==> config.mk <==
export PLATFORM = sky130hd
export DESIGN_NAME = seg_guard
export DESIGN_NICKNAME = d
export VERILOG_FILES = /design/src/rtl/seg_guard_pkg.sv /design/src/rtl/seg_guard_xlate.sv /design/src/rtl/seg_guard_stack.sv /design/src/rtl/seg_guard.sv
export SDC_FILE = /design/constraint.sdc
export NUM_CORES = 1
export LEC_CHECK = 0
export BUFFER_PORTS_ARGS = -buffer_cell sky130_fd_sc_hd__clkbuf_2
export CAP_MARGIN = 10
export CORE_MARGIN = 1.5
export CORE_UTILIZATION = 52
export CTS_BUF_LIST = sky130_fd_sc_hd__clkbuf_8
export CTS_CLUSTER_DIAMETER = 60
export DETAILED_ROUTE_END_ITERATION = 12
export GPL_ROUTABILITY_DRIVEN = 0
export PLACE_DENSITY_LB_ADDON = 0.12
export SYNTH_ARGS = -nofsm -noshare
export SYNTH_HDL_FRONTEND = slang
export SYNTH_SLANG_ARGS = --single-unit
==> constraint.sdc <==
create_clock -name clk -period 1.7 [get_ports clk]
set_clock_uncertainty 0.05 [all_clocks]
set_input_delay 0.425 -clock clk [delete_from_list [all_inputs] [get_ports clk]]
set_output_delay 0.425 -clock clk [all_outputs]
set_load 0.03 [all_outputs]
==> src/rtl/seg_guard_pkg.sv <==
package seg_guard_pkg;

  typedef enum logic [1:0] {
    FLT_SEG  = 2'd0,
    FLT_PRIV = 2'd1,
    FLT_OVF  = 2'd2,
    FLT_UNF  = 2'd3
  } flt_e;

endpackage

==> src/rtl/seg_guard_xlate.sv <==
module seg_guard_xlate #(
  parameter int SEG_BITS = 4,
  parameter int OFF_BITS = 10,
  localparam int PA_W = SEG_BITS + OFF_BITS
) (
  input  logic                sup,
  input  logic [SEG_BITS-1:0] tid,
  input  logic [PA_W-1:0]     laddr,
  output logic [PA_W-1:0]     paddr,
  output logic                seg_err
);

  logic hi_set;
  logic tid_zero;

  assign hi_set   = |laddr[PA_W-1:OFF_BITS];
  assign tid_zero = (tid == '0);

  always_comb begin
    if (sup) begin
      paddr   = laddr;
      seg_err = 1'b0;
    end else begin
      paddr   = {tid, laddr[OFF_BITS-1:0]};
      seg_err = hi_set || tid_zero;
    end
  end

endmodule

==> src/rtl/seg_guard_stack.sv <==
module seg_guard_stack #(
  parameter int OFF_BITS = 10
) (
  input  logic                clk,
  input  logic                rst_ni,
  input  logic                reload,
  input  logic                dec,
  input  logic                inc,
  output logic [OFF_BITS-1:0] sp,
  output logic [OFF_BITS-1:0] sp_up,
  output logic                at_floor,
  output logic                at_ceil
);

  logic [OFF_BITS-1:0] sp_q, sp_d;
  logic                sp_en;

  assign sp       = sp_q;
  assign sp_up    = sp_q + 1'b1;
  assign at_floor = (sp_q == '0);
  assign at_ceil  = (sp_q == '1);
  assign sp_en    = reload | dec | inc;

  always_comb begin
    sp_d = sp_q;
    if (reload)   sp_d = '1;
    else if (dec) sp_d = sp_q - 1'b1;
    else if (inc) sp_d = sp_q + 1'b1;
  end

  always_ff @(posedge clk or negedge rst_ni) begin
    if (!rst_ni)    sp_q <= '1;
    else if (sp_en) sp_q <= sp_d;
  end

  assert_push_floor_R9: assert property (@(posedge clk) disable iff (!rst_ni)
    dec |-> !at_floor);

  assert_pop_ceil_R10: assert property (@(posedge clk) disable iff (!rst_ni)
    inc |-> !at_ceil);

  assert_push_step_R8: assert property (@(posedge clk) disable iff (!rst_ni)
    (dec && !reload) |=> sp_q == OFF_BITS'($past(sp_q) - 1'b1));

endmodule

==> src/rtl/seg_guard.sv <==
module seg_guard
  import seg_guard_pkg::*;
#(
  parameter int SEG_BITS = 4,
  parameter int OFF_BITS = 10,
  localparam int PA_W = SEG_BITS + OFF_BITS
) (
  input  logic                clk,
  input  logic                rst_n,
  input  logic                sup_mode,
  input  logic                tid_we,
  input  logic [SEG_BITS-1:0] tid_wdata,
  input  logic                stk_push,
  input  logic                stk_pop,
  input  logic                acc_valid,
  input  logic                acc_write,
  input  logic [PA_W-1:0]     acc_addr,
  output logic                mem_en,
  output logic                mem_we,
  output logic [PA_W-1:0]     mem_addr,
  output logic [SEG_BITS-1:0] cur_tid,
  output logic                fault,
  output logic [1:0]          fault_kind,
  output logic [PA_W-1:0]     fault_addr
);

  // reset synchronizer: assert asynchronously, release on the clock
  logic rst_meta, rst_ni;
  always_ff @(posedge clk or negedge rst_n) begin
    if (!rst_n) begin
      rst_meta <= 1'b0;
      rst_ni   <= 1'b0;
    end else begin
      rst_meta <= 1'b1;
      rst_ni   <= rst_meta;
    end
  end

  // request decode, fixed priority
  logic do_tid, do_push, do_pop, do_acc;
  assign do_tid  = tid_we;
  assign do_push = !tid_we && stk_push;
  assign do_pop  = !tid_we && !stk_push && stk_pop;
  assign do_acc  = !tid_we && !stk_push && !stk_pop && acc_valid;

  logic [SEG_BITS-1:0] tid_q;
  logic [OFF_BITS-1:0] sp, sp_up;
  logic                at_floor, at_ceil;
  logic                reload, dec, inc, tid_ld;

  seg_guard_stack #(.OFF_BITS(OFF_BITS)) u_stack (
    .clk      (clk),
    .rst_ni   (rst_ni),
    .reload   (reload),
    .dec      (dec),
    .inc      (inc),
    .sp       (sp),
    .sp_up    (sp_up),
    .at_floor (at_floor),
    .at_ceil  (at_ceil)
  );

  logic [PA_W-1:0] x_laddr, x_paddr, sp_ext;
  logic            x_err;

  assign sp_ext  = {{SEG_BITS{1'b0}}, sp};
  assign x_laddr = do_push ? sp_ext :
                   do_pop  ? {{SEG_BITS{1'b0}}, sp_up} : acc_addr;

  seg_guard_xlate #(.SEG_BITS(SEG_BITS), .OFF_BITS(OFF_BITS)) u_xlate (
    .sup     (sup_mode),
    .tid     (tid_q),
    .laddr   (x_laddr),
    .paddr   (x_paddr),
    .seg_err (x_err)
  );

  // next-state
  logic            en_d, we_d, flt_d;
  logic [PA_W-1:0] addr_d, faddr_d;
  flt_e            kind_d;

  always_comb begin
    en_d    = 1'b0;
    we_d    = 1'b0;
    addr_d  = '0;
    flt_d   = 1'b0;
    kind_d  = FLT_SEG;
    faddr_d = '0;
    tid_ld  = 1'b0;
    reload  = 1'b0;
    dec     = 1'b0;
    inc     = 1'b0;
    if (do_tid) begin
      if (sup_mode) begin
        tid_ld = 1'b1;
        reload = 1'b1;
      end else begin
        flt_d   = 1'b1;
        kind_d  = FLT_PRIV;
        faddr_d = {{OFF_BITS{1'b0}}, tid_wdata};
      end
    end else if (do_push) begin
      if (x_err) begin
        flt_d   = 1'b1;
        faddr_d = sp_ext;
      end else if (at_floor) begin
        flt_d   = 1'b1;
        kind_d  = FLT_OVF;
        faddr_d = sp_ext;
      end else begin
        en_d   = 1'b1;
        we_d   = 1'b1;
        addr_d = x_paddr;
        dec    = 1'b1;
      end
    end else if (do_pop) begin
      if (x_err) begin
        flt_d   = 1'b1;
        faddr_d = sp_ext;
      end else if (at_ceil) begin
        flt_d   = 1'b1;
        kind_d  = FLT_UNF;
        faddr_d = sp_ext;
      end else begin
        en_d   = 1'b1;
        addr_d = x_paddr;
        inc    = 1'b1;
      end
    end else if (do_acc) begin
      if (x_err) begin
        flt_d   = 1'b1;
        faddr_d = acc_addr;
      end else begin
        en_d   = 1'b1;
        we_d   = acc_write;
        addr_d = x_paddr;
      end
    end
  end

  // registers
  logic            en_q, we_q, flt_q;
  logic [PA_W-1:0] addr_q, faddr_q;
  flt_e            kind_q;

  always_ff @(posedge clk or negedge rst_ni) begin
    if (!rst_ni) begin
      tid_q <= '0;
    end else if (tid_ld) begin
      tid_q <= tid_wdata;
    end
  end

  always_ff @(posedge clk or negedge rst_ni) begin
    if (!rst_ni) begin
      en_q    <= 1'b0;
      we_q    <= 1'b0;
      addr_q  <= '0;
      flt_q   <= 1'b0;
      kind_q  <= FLT_SEG;
      faddr_q <= '0;
    end else begin
      en_q    <= en_d;
      we_q    <= we_d;
      addr_q  <= addr_d;
      flt_q   <= flt_d;
      kind_q  <= kind_d;
      faddr_q <= faddr_d;
    end
  end

  assign mem_en     = en_q;
  assign mem_we     = we_q;
  assign mem_addr   = addr_q;
  assign cur_tid    = tid_q;
  assign fault      = flt_q;
  assign fault_kind = kind_q;
  assign fault_addr = faddr_q;

  assert_fault_quiet_R11: assert property (@(posedge clk) disable iff (!rst_ni)
    fault |-> !mem_en);

  assert_priv_hold_R7: assert property (@(posedge clk) disable iff (!rst_ni)
    (tid_we && !sup_mode) |=> $stable(tid_q));

  assert_super_pass_R2: assert property (@(posedge clk) disable iff (!rst_ni)
    (do_acc && sup_mode) |=> (mem_en && mem_addr == $past(acc_addr)));

  assert_user_map_R3: assert property (@(posedge clk) disable iff (!rst_ni)
    (do_acc && !sup_mode && tid_q != '0 && acc_addr[PA_W-1:OFF_BITS] == '0)
      |=> (mem_en && mem_addr == {$past(tid_q), $past(acc_addr[OFF_BITS-1:0])}));

  assert_out_of_seg_R4: assert property (@(posedge clk) disable iff (!rst_ni)
    (do_acc && !sup_mode && acc_addr[PA_W-1:OFF_BITS] != '0)
      |=> (fault && fault_kind == FLT_SEG && !mem_en));

  assert_seg0_hidden_R5: assert property (@(posedge clk) disable iff (!rst_ni)
    (!sup_mode && tid_q == '0 && !tid_we && (stk_push || stk_pop || acc_valid))
      |=> (fault && !mem_en));

endmodule

==> impl_metrics.prom, run 1 <==
# TYPE chip_impl_metric gauge
chip_impl_metric{name="hold_ws",unit="ns"} 0.169
chip_impl_metric{name="dpl_cell_area",unit="µm²"} 3710
chip_impl_info{name="cts_tree",value="yes"} 1
chip_impl_info{name="setup_repair_after_global_routing_missed_its_margin",value="true"} 1
chip_impl_metric{name="syn_area_cell",unit="µm²"} 9.45
chip_impl_metric{name="via_count",unit=""} 3034
chip_impl_metric{name="globalRouteTotalUtil",unit="%"} 32.0
chip_impl_metric{name="worstPathBufferInverterCount",unit=""} 1
chip_impl_metric{name="power.static_leakage",unit="nW"} 2.07
chip_impl_metric{name="report.final.slew_viol_count",unit=""} 0
chip_impl_info{name="timing.critical_path.to",value="mem_addr[9]$_DFF_PN0_"} 1
chip_impl_metric{name="report.final.setup_viol",unit=""} 43
chip_impl_metric{name="grt.met1_usage",unit="%"} 39.7
chip_impl_metric{name="p_comb_share",unit="%"} 56.0
chip_impl_metric{name="layout.area.seq",unit="µm²"} 1240
chip_impl_metric{name="core_area",unit="µm²"} 5110
chip_impl_metric{name="nets",unit=""} 459
chip_impl_metric{name="first_pass_grt_wire_length",unit="µm"} 13400
chip_impl_metric{name="drt_iter0_drc",unit=""} 252
chip_impl_metric{name="post-synth-top-area-fraction",unit="%"} 35.5
chip_impl_metric{name="clock_tree.htree_level_count",unit=""} 2
chip_impl_info{name="setup.worst_path.class",value="flop to flop"} 1
chip_impl_metric{name="worst-r2r-setup-slack",unit="ns"} -0.56
chip_impl_metric{name="cts_sinks",unit=""} 49
chip_impl_metric{name="detail_route.drc_violations",unit=""} 0
chip_impl_info{name="critical-path-slowest-cell",value="sky130_fd_sc_hd__dfstp_2"} 1
chip_impl_metric{name="drt-vias-per-instance",unit=""} 6.06
chip_impl_metric{name="switching_share",unit="%"} 41.4
chip_impl_metric{name="grt_pass1_vias",unit=""} 2783
chip_impl_metric{name="required",unit="ns"} 1.87
chip_impl_metric{name="worst_skew_pair.late_latency",unit="ns"} 0.31
chip_impl_metric{name="pin_count",unit=""} 63
chip_impl_metric{name="yosysWarnings",unit=""} 0
chip_impl_info{name="crit_chain",value="buf_4, nand4_1, nor3_2, xnor2_1, a211oi_1, a21oi_1, nor2_1"} 1
chip_impl_metric{name="finalWirelength",unit="µm"} 10400
chip_impl_metric{name="finalCritPeriodShare",unit="%"} 133
chip_impl_metric{name="finalCriticalPeriod",unit="ns"} 2.26
chip_impl_metric{name="cell_internal_pwr",unit="mW"} 3.39
chip_impl_metric{name="placementRows",unit=""} 26
chip_impl_metric{name="numCtsBuffers",unit=""} 5
chip_impl_info{name="r2r-start",value="u_stack.sp[1]$_DFFE_PN1P_"} 1
chip_impl_info{name="busiest_layer",value="met2"} 1
chip_impl_metric{name="clk_pin_slew_worst_paths",unit="ns"} 0.10
chip_impl_metric{name="achievable-frequency",unit="GHz"} 0.443
chip_impl_metric{name="drv.max_cap_violation_count",unit=""} 0
chip_impl_metric{name="power.switching",unit="mW"} 2.39
chip_impl_metric{name="n_antenna_cell",unit=""} 0
chip_impl_metric{name="post-route-cell-area",unit="µm²"} 4310
chip_impl_info{name="path_delay_family",value="simple AND/OR/NAND/NOR gates"} 1
chip_impl_metric{name="area_occupied_by_multi_input_gates",unit="µm²"} 1750
chip_impl_metric{name="synth_async_sr_flop_share",unit="%"} 100
chip_impl_info{name="status",value="complete, but fails checks"} 1
chip_impl_metric{name="timing.final.hold_violations",unit=""} 0
chip_impl_info{name="yosys.area.top_type",value="sky130_fd_sc_hd__dfrtp_1"} 1
chip_impl_metric{name="critPathArrivalTime",unit="ns"} 2.43
chip_impl_metric{name="antenna_found_initial",unit=""} 0
chip_impl_metric{name="r2r_cells",unit=""} 7
chip_impl_metric{name="fillers",unit=""} 277
chip_impl_metric{name="setup-tns-final",unit="ns"} -15.57
chip_impl_metric{name="synth.distinct_cells",unit=""} 51
chip_impl_metric{name="hpwlAfterDp",unit="µm"} 6040
chip_impl_metric{name="buffers_on_ports",unit=""} 62
chip_impl_metric{name="slowest_delay",unit="ns"} 0.62
chip_impl_metric{name="routed_wire_length_per_instance",unit="µm"} 20.8
chip_impl_metric{name="floorplan.initialDensity",unit="%"} 53.8
chip_impl_info{name="reg2reg_to",value="mem_addr[9]$_DFF_PN0_"} 1
chip_impl_metric{name="cts_buffer_depth",unit=""} 2
chip_impl_metric{name="synth-edff-count",unit=""} 0
chip_impl_metric{name="globalRouteMet2Util",unit="%"} 52.5
chip_impl_metric{name="die_width",unit="µm"} 75.7
chip_impl_metric{name="ys_ff_latch",unit=""} 49
chip_impl_info{name="critical_path.endpoint_type",value="flop"} 1
chip_impl_metric{name="detail_route.first_pass.iterations",unit=""} 6
chip_impl_metric{name="grt_max_degree",unit=""} 30
chip_impl_info{name="worstSetupStartpoint",value="u_stack.sp[1]$_DFFE_PN1P_"} 1
chip_impl_info{name="path_class_of_the_lowest_slack_min_delay_path",value="flop to async pin"} 1
chip_impl_metric{name="setup_slack",unit="ns"} -0.558
chip_impl_metric{name="clock_network_fraction_of_design_power",unit="%"} 15.1
chip_impl_info{name="worst_setup_path_start_kind",value="flop"} 1
chip_impl_info{name="cts-root-buf",value="sky130_fd_sc_hd__clkbuf_8"} 1
chip_impl_info{name="violated_checks",value="setup timing"} 1
chip_impl_metric{name="postSynthNetCount",unit=""} 320
chip_impl_metric{name="globalRouteMet3Util",unit="%"} 5.82
chip_impl_metric{name="synthCells",unit=""} 291
chip_impl_metric{name="dieArea",unit="µm²"} 5730
chip_impl_metric{name="drive_above_1_share",unit="%"} 58.7
chip_impl_info{name="postSynth.topFlopCell",value="sky130_fd_sc_hd__dfrtp_1"} 1
chip_impl_metric{name="synth_sequential_area_ratio",unit="%"} 45.1
chip_impl_metric{name="area_growth",unit="%"} 56.8
chip_impl_metric{name="power.density_cell_area",unit="nW/µm²"} 1340
chip_impl_metric{name="worst-path-stages",unit=""} 7
chip_impl_metric{name="max-vdd-ir-drop",unit="mV"} 1.03
chip_impl_metric{name="critical_path_peak_fanout",unit=""} 5
chip_impl_info{name="top_cells_by_area_in_the_synthesized_netlist",value="sky130_fd_sc_hd__dfrtp_1 36%, sky130_fd_sc_hd__dfstp_2 9.6%, sky130_fd_sc_hd__a21oi_1 4.2%, sky130_fd_sc_hd__nor2_1 4.0%, sky130_fd_sc_hd__nor2b_1 3.0%"} 1
chip_impl_metric{name="fin_util",unit="%"} 84.4
chip_impl_metric{name="die_h",unit="µm"} 75.7
chip_impl_metric{name="globalRoute.totalOverflow",unit=""} 0
chip_impl_metric{name="synth.cell_area",unit="µm²"} 2750
chip_impl_metric{name="antenna_left",unit=""} 0
chip_impl_metric{name="seqPwrFrac",unit="%"} 28.9
[worst min path at each step]
| stage | cells past startpoint | end | from | slack, ns |
|---|---|---|---|---|
| 2_1_floorplan | 0 | rst_meta$_DFF_PN0_ | rst_n | 0.08 |
| 3_3_place_gp | 1 | rst_meta$_DFF_PN0_ | rst_n | 0.16 |
| 3_5_place_dp | 1 | rst_meta$_DFF_PN0_ | rst_n | 0.16 |
| 4_1_cts | 0 | fault_addr[9]$_DFF_PN0_ | rst_ni$_DFF_PN0_ | 0.18 |
| 5_1_grt | 0 | fault_addr[4]$_DFF_PN0_ | rst_ni$_DFF_PN0_ | 0.21 |
| 6_report | 0 | fault_addr[10]$_DFF_PN0_ | rst_ni$_DFF_PN0_ | 0.17 |
[power groups by stage]
stage / clock network [mW] / logic (mW) / registers (mW)
after floorplan: 0 / 1.33 / 1.74
after global placement: 0 / 2.48 / 1.63
final: 0.871 / 3.24 / 1.67
after detailed placement: 0 / 2.51 / 1.64
after CTS: 0.876 / 2.85 / 1.63
after global routing: 0.924 / 3.39 / 1.69
[layer usage]
metal	up-vias	wire length [µm]
met5	-	0
met4	0	507
met3	55	788
met2	207	5190
met1	1457	3940
li1	1315	-
[final cells by class]
type / count / share of cell area [%]
Multi-Input combinational cell: 213 / 40.6
Sequential cell: 49 / 28.8
Timing Repair Buffer: 154 / 25.2
Tap cell: 70 / 2.03
Clock buffer: 6 / 1.92
Clock inverter: 2 / 0.784
Inverter: 7 / 0.668
[cells by family (layout without fill, tap and decap cells)]
kind of cell    count (synthesis)  count (layout)  synth area share [%]
compound gates                 85              86                  21.7
xor+xnor                        3               3                 0.956
fa+ha+maj                       3               3                  1.37
buf+inv                        30             169                  5.19
flops                          49              49                  45.1
mux                            12              12                  4.78
other cells                     1               1                 0.136
simple gates                  108             108                  20.8
[sequential cells by signal, summed over array words and instances, names as in the netlist, 2 cells and up]
register and flops:
fault_addr 14, cur_tid 4, mem_addr 14, u_stack.sp 10, fault_kind 2
[cells in the mapped netlist, types with 3 or more instances]
cell	n
sky130_fd_sc_hd__a211oi_1	8
sky130_fd_sc_hd__a21o_1	9
sky130_fd_sc_hd__a21oi_1	23
sky130_fd_sc_hd__a22o_1	5
sky130_fd_sc_hd__a22oi_1	5
sky130_fd_sc_hd__a31oi_1	4
sky130_fd_sc_hd__and2_1	7
sky130_fd_sc_hd__and3_1	5
sky130_fd_sc_hd__buf_2	12
sky130_fd_sc_hd__clkbuf_1	9
sky130_fd_sc_hd__dfrtp_1	39
sky130_fd_sc_hd__dfstp_2	10
sky130_fd_sc_hd__ha_1	3
sky130_fd_sc_hd__inv_1	7
sky130_fd_sc_hd__mux2_2	5
sky130_fd_sc_hd__mux2i_1	6
sky130_fd_sc_hd__nand2_1	18
sky130_fd_sc_hd__nand2b_1	5
sky130_fd_sc_hd__nand3_1	5
sky130_fd_sc_hd__nand3b_1	3
sky130_fd_sc_hd__nand4_1	3
sky130_fd_sc_hd__nor2_1	29
sky130_fd_sc_hd__nor2b_1	13
sky130_fd_sc_hd__nor3_1	8
sky130_fd_sc_hd__nor4_1	4
sky130_fd_sc_hd__o21ai_0	10
sky130_fd_sc_hd__o22ai_1	5
sky130_fd_sc_hd__xnor2_1	3
[layout by cell type (no fill, tap or decap), types with 4 or more instances in the layout]
master                     count
sky130_fd_sc_hd__a21o_1        8
sky130_fd_sc_hd__a211oi_1      6
sky130_fd_sc_hd__o21ai_2       4
sky130_fd_sc_hd__nor2_2        6
sky130_fd_sc_hd__buf_4        74
sky130_fd_sc_hd__mux2_2        4
sky130_fd_sc_hd__a21oi_1      15
sky130_fd_sc_hd__a22o_1        4
sky130_fd_sc_hd__buf_6        15
sky130_fd_sc_hd__a21oi_2       8
sky130_fd_sc_hd__and2_4        4
sky130_fd_sc_hd__clkbuf_2     62
sky130_fd_sc_hd__inv_1         5
sky130_fd_sc_hd__dfrtp_1      36
sky130_fd_sc_hd__nand2b_1      5
sky130_fd_sc_hd__and3_1        4
sky130_fd_sc_hd__nor2b_1      13
sky130_fd_sc_hd__dfstp_2      10
sky130_fd_sc_hd__clkbuf_8      6
sky130_fd_sc_hd__nor2_1       21
sky130_fd_sc_hd__o22ai_1       4
sky130_fd_sc_hd__nand2_1      15
[what timing repair did]
item | in CTS | in global routing
hold buffers | 1 | 0
pin swaps | 17 | 22
gates cloned | 1 | 0
resized for setup | 41 | 42
hold endpoints to repair | 2 | 0
endpoints found under the setup margin | 43 | 43
setup buffers | 11 | 10
[worst register-to-register path: cells and delay by family (launching register included)]
family | cells | cell delay (ns)
and+or+nand+nor | 3 | 0.66
xor gates and xnor gates | 1 | 0.13
DFF | 1 | 0.62
AOI/OAI and AO/OA | 2 | 0.53
buffers and inverters | 1 | 0.18
[stage by stage]
step	setup slack, ns	total power [mW]	std cells
after floorplan	-0.377	3.07	291
after global placement	-0.540	4.11	475
after detailed placement	-0.539	4.15	475
after CTS	-0.394	5.36	494
after global routing	-0.587	6.01	501
final	-0.558	5.78	501
Power figures use the tool's default switching activity.
==> run 2, diff against run 1 <==
Settings changed: CAP_MARGIN 10 to 20, CELL_PAD_IN_SITES_DETAIL_PLACEMENT set to 0, CELL_PAD_IN_SITES_GLOBAL_PLACEMENT set to 1, CORE_UTILIZATION 52 to 42, PLACE_DENSITY set to 0.92, PLACE_DENSITY_LB_ADDON 0.12 to not set.
==> run 2 against run 1 <==
Against the previous run:
- the run still ends with setup timing left
- first-iteration DRC count grew 18%
- combinational power about the same
- core utilization fell by 15 points
- clock power shrank 16%
- fmax rose by 4.3%
- highest routed layer unchanged
- critical endpoint is now mem_addr[10]$_DFF_PN0_
- worst setup slack gained 0.092 ns
- routed wire length down 4.6%
- register-to-register slack gained 0.09 ns
- clock-buffer cell count is the same
- via count shrank 1.4%
==> impl_metrics.prom, run 2 (synthesized netlist as in run 1, its figures left out) <==
# TYPE chip_impl_metric gauge
chip_impl_info{name="status",value="complete, but fails checks"} 1
chip_impl_info{name="violated_checks",value="setup timing"} 1
chip_impl_metric{name="setup-tns-final",unit="ns"} -14.74
chip_impl_metric{name="hpwlAfterDp",unit="µm"} 5960
chip_impl_metric{name="clock_tree.htree_level_count",unit=""} 2
chip_impl_metric{name="placementRows",unit=""} 29
chip_impl_info{name="crit_chain",value="ha_4, nand3_2, o31a_1, nor3_2, a2111o_1, buf_6, buf_6, nor2_4"} 1
chip_impl_metric{name="max-vdd-ir-drop",unit="mV"} 0.839
chip_impl_metric{name="worst_skew_pair.late_latency",unit="ns"} 0.32
chip_impl_metric{name="grt_pass1_vias",unit=""} 2918
chip_impl_metric{name="clock_network_fraction_of_design_power",unit="%"} 13.0
chip_impl_metric{name="power.static_leakage",unit="nW"} 2.11
chip_impl_metric{name="report.final.slew_viol_count",unit=""} 0
chip_impl_metric{name="cts_sinks",unit=""} 49
chip_impl_info{name="crit_path_frequent_cell",value="sky130_fd_sc_hd__buf_6"} 1
chip_impl_metric{name="drt_iter0_drc",unit=""} 298
chip_impl_metric{name="setup_slack",unit="ns"} -0.466
chip_impl_info{name="path_class_of_the_lowest_slack_min_delay_path",value="flop to async pin"} 1
chip_impl_metric{name="power.switching",unit="mW"} 2.34
chip_impl_metric{name="die_h",unit="µm"} 83.9
chip_impl_metric{name="seqPwrFrac",unit="%"} 29.3
chip_impl_metric{name="antenna_left",unit=""} 0
chip_impl_info{name="critical_path.endpoint_type",value="flop"} 1
chip_impl_metric{name="fillers",unit=""} 421
chip_impl_metric{name="globalRouteTotalUtil",unit="%"} 26.1
chip_impl_metric{name="n_antenna_cell",unit=""} 0
chip_impl_metric{name="finalCriticalPeriod",unit="ns"} 2.17
chip_impl_metric{name="finalCritPeriodShare",unit="%"} 127
chip_impl_metric{name="worst-r2r-setup-slack",unit="ns"} -0.47
chip_impl_metric{name="routed_wire_length_per_instance",unit="µm"} 19.2
chip_impl_info{name="setup_repair_after_global_routing_missed_its_margin",value="true"} 1
chip_impl_metric{name="numCtsBuffers",unit=""} 5
chip_impl_metric{name="drive_above_1_share",unit="%"} 60.8
chip_impl_metric{name="dieArea",unit="µm²"} 7040
chip_impl_info{name="final_common_cell",value="sky130_fd_sc_hd__buf_4"} 1
chip_impl_info{name="setup.worst_path.class",value="flop to flop"} 1
chip_impl_metric{name="globalRoute.totalOverflow",unit=""} 0
chip_impl_metric{name="power.density_cell_area",unit="nW/µm²"} 1280
chip_impl_metric{name="floorplan.initialDensity",unit="%"} 43.3
chip_impl_metric{name="via_count",unit=""} 2992
chip_impl_metric{name="grt_max_degree",unit=""} 23
chip_impl_metric{name="cell_internal_pwr",unit="mW"} 3.31
chip_impl_metric{name="post-route-cell-area",unit="µm²"} 4420
chip_impl_info{name="mostFrequentLayoutCells",value="78 x sky130_fd_sc_hd__buf_4, 62 x sky130_fd_sc_hd__clkbuf_2, 36 x sky130_fd_sc_hd__dfrtp_1"} 1
chip_impl_info{name="worst_setup_path_start_kind",value="flop"} 1
chip_impl_info{name="reg2reg_to",value="mem_addr[10]$_DFF_PN0_"} 1
chip_impl_info{name="r2r-start",value="u_stack.sp[0]$_DFFE_PN1P_"} 1
chip_impl_metric{name="detail_route.first_pass.iterations",unit=""} 6
chip_impl_metric{name="drv.max_cap_violation_count",unit=""} 0
chip_impl_metric{name="timing.final.hold_violations",unit=""} 0
chip_impl_metric{name="hold_ws",unit="ns"} 0.0915
chip_impl_metric{name="achievable-frequency",unit="GHz"} 0.462
chip_impl_metric{name="finalWirelength",unit="µm"} 9940
chip_impl_metric{name="pin_count",unit=""} 63
chip_impl_metric{name="critical_path_peak_fanout",unit=""} 4
chip_impl_metric{name="r2r_cells",unit=""} 8
chip_impl_metric{name="clk_pin_slew_worst_paths",unit="ns"} 0.09
chip_impl_metric{name="nets",unit=""} 469
chip_impl_metric{name="post-layout-total-power",unit="mW"} 5.65
chip_impl_metric{name="critPathArrivalTime",unit="ns"} 2.33
chip_impl_metric{name="antenna_found_initial",unit=""} 0
chip_impl_info{name="cts_tree",value="yes"} 1
chip_impl_metric{name="die_width",unit="µm"} 83.9
chip_impl_metric{name="cts_buffer_depth",unit=""} 2
chip_impl_metric{name="switching_share",unit="%"} 41.4
chip_impl_metric{name="detail_route.drc_violations",unit=""} 0
chip_impl_info{name="cts-root-buf",value="sky130_fd_sc_hd__clkbuf_8"} 1
chip_impl_metric{name="p_comb_share",unit="%"} 57.7
chip_impl_info{name="critical-path-slowest-cell",value="sky130_fd_sc_hd__dfstp_2"} 1
chip_impl_metric{name="dpl_cell_area",unit="µm²"} 3740
chip_impl_metric{name="report.final.setup_viol",unit=""} 42
chip_impl_metric{name="first_pass_grt_wire_length",unit="µm"} 14700
chip_impl_metric{name="placement.setup.worst_slack",unit="ns"} -0.587
chip_impl_metric{name="area_growth",unit="%"} 60.7
chip_impl_metric{name="required",unit="ns"} 1.86
chip_impl_metric{name="slowest_delay",unit="ns"} 0.62
chip_impl_metric{name="core_area",unit="µm²"} 6350
chip_impl_metric{name="drt-vias-per-instance",unit=""} 5.78
chip_impl_metric{name="buffers_on_ports",unit=""} 62
## run 2: power by group through the flow
stage	Sequential [mW]	Combinational, mW	Clock (mW)
floorplan	1.74	1.33	0
global placement	1.63	2.48	0
detailed placement	1.64	2.54	0
CTS	1.63	2.83	0.736
global route	1.68	3.46	0.783
finish	1.66	3.26	0.733
## run 2: critical path, delay by kind of cell, from the launching register on
family	cells	cell delay [ns]
simple gates	3	0.35
buf+inv	2	0.28
flops	1	0.62
compound gates	2	0.57
fa+ha+maj	1	0.17
## run 2: worst max-delay path by stage
stage,to,start
2_1_floorplan,u_stack.sp[4]$_DFFE_PN1P_,u_stack.sp[0]$_DFFE_PN1P_
3_3_place_gp,mem_addr[4]$_DFF_PN0_,u_stack.sp[0]$_DFFE_PN1P_
3_5_place_dp,mem_addr[4]$_DFF_PN0_,u_stack.sp[0]$_DFFE_PN1P_
4_1_cts,mem_addr[2]$_DFF_PN0_,u_stack.sp[0]$_DFFE_PN1P_
5_1_grt,mem_addr[10]$_DFF_PN0_,u_stack.sp[0]$_DFFE_PN1P_
6_report,mem_addr[10]$_DFF_PN0_,u_stack.sp[0]$_DFFE_PN1P_
## run 2: what timing repair did
item	4_1_cts	5_1_grt
endpoints found under the setup margin	43	43
hold endpoints to repair	2	0
pin swaps	24	16
cloned	2	0
setup buffers	12	12
resized for setup	53	41
hold buffers	1	0
## run 2: metrics by stage
step,utilization (%),cells
final,69.6,518
after floorplan,-,291
after CTS,65.6,509
after detailed placement,59.0,487
after global routing,69.6,518
after global placement,59.0,487
## run 2: metal layers
layer	wire [µm]	vias up	track usage [%]	share of wire, %
met3	548	64	3.26	5.5
met5	0	-	0	0
met1	3850	1419	32.2	39
met4	620	0	12.5	6.2
met2	4920	182	45.2	50
li1	-	1327	-	-
## run 2: cell type report
class	instances	area [µm²]	share of cell area (%)
inverter	7	28.8	0.651
clock buffer	6	82.6	1.87
sequential	49	1240	28.1
timing repair buffer	164	1170	26.4
multi-input combinational	213	1790	40.5
tap	77	96.3	2.18
clock inverter	2	11.3	0.255
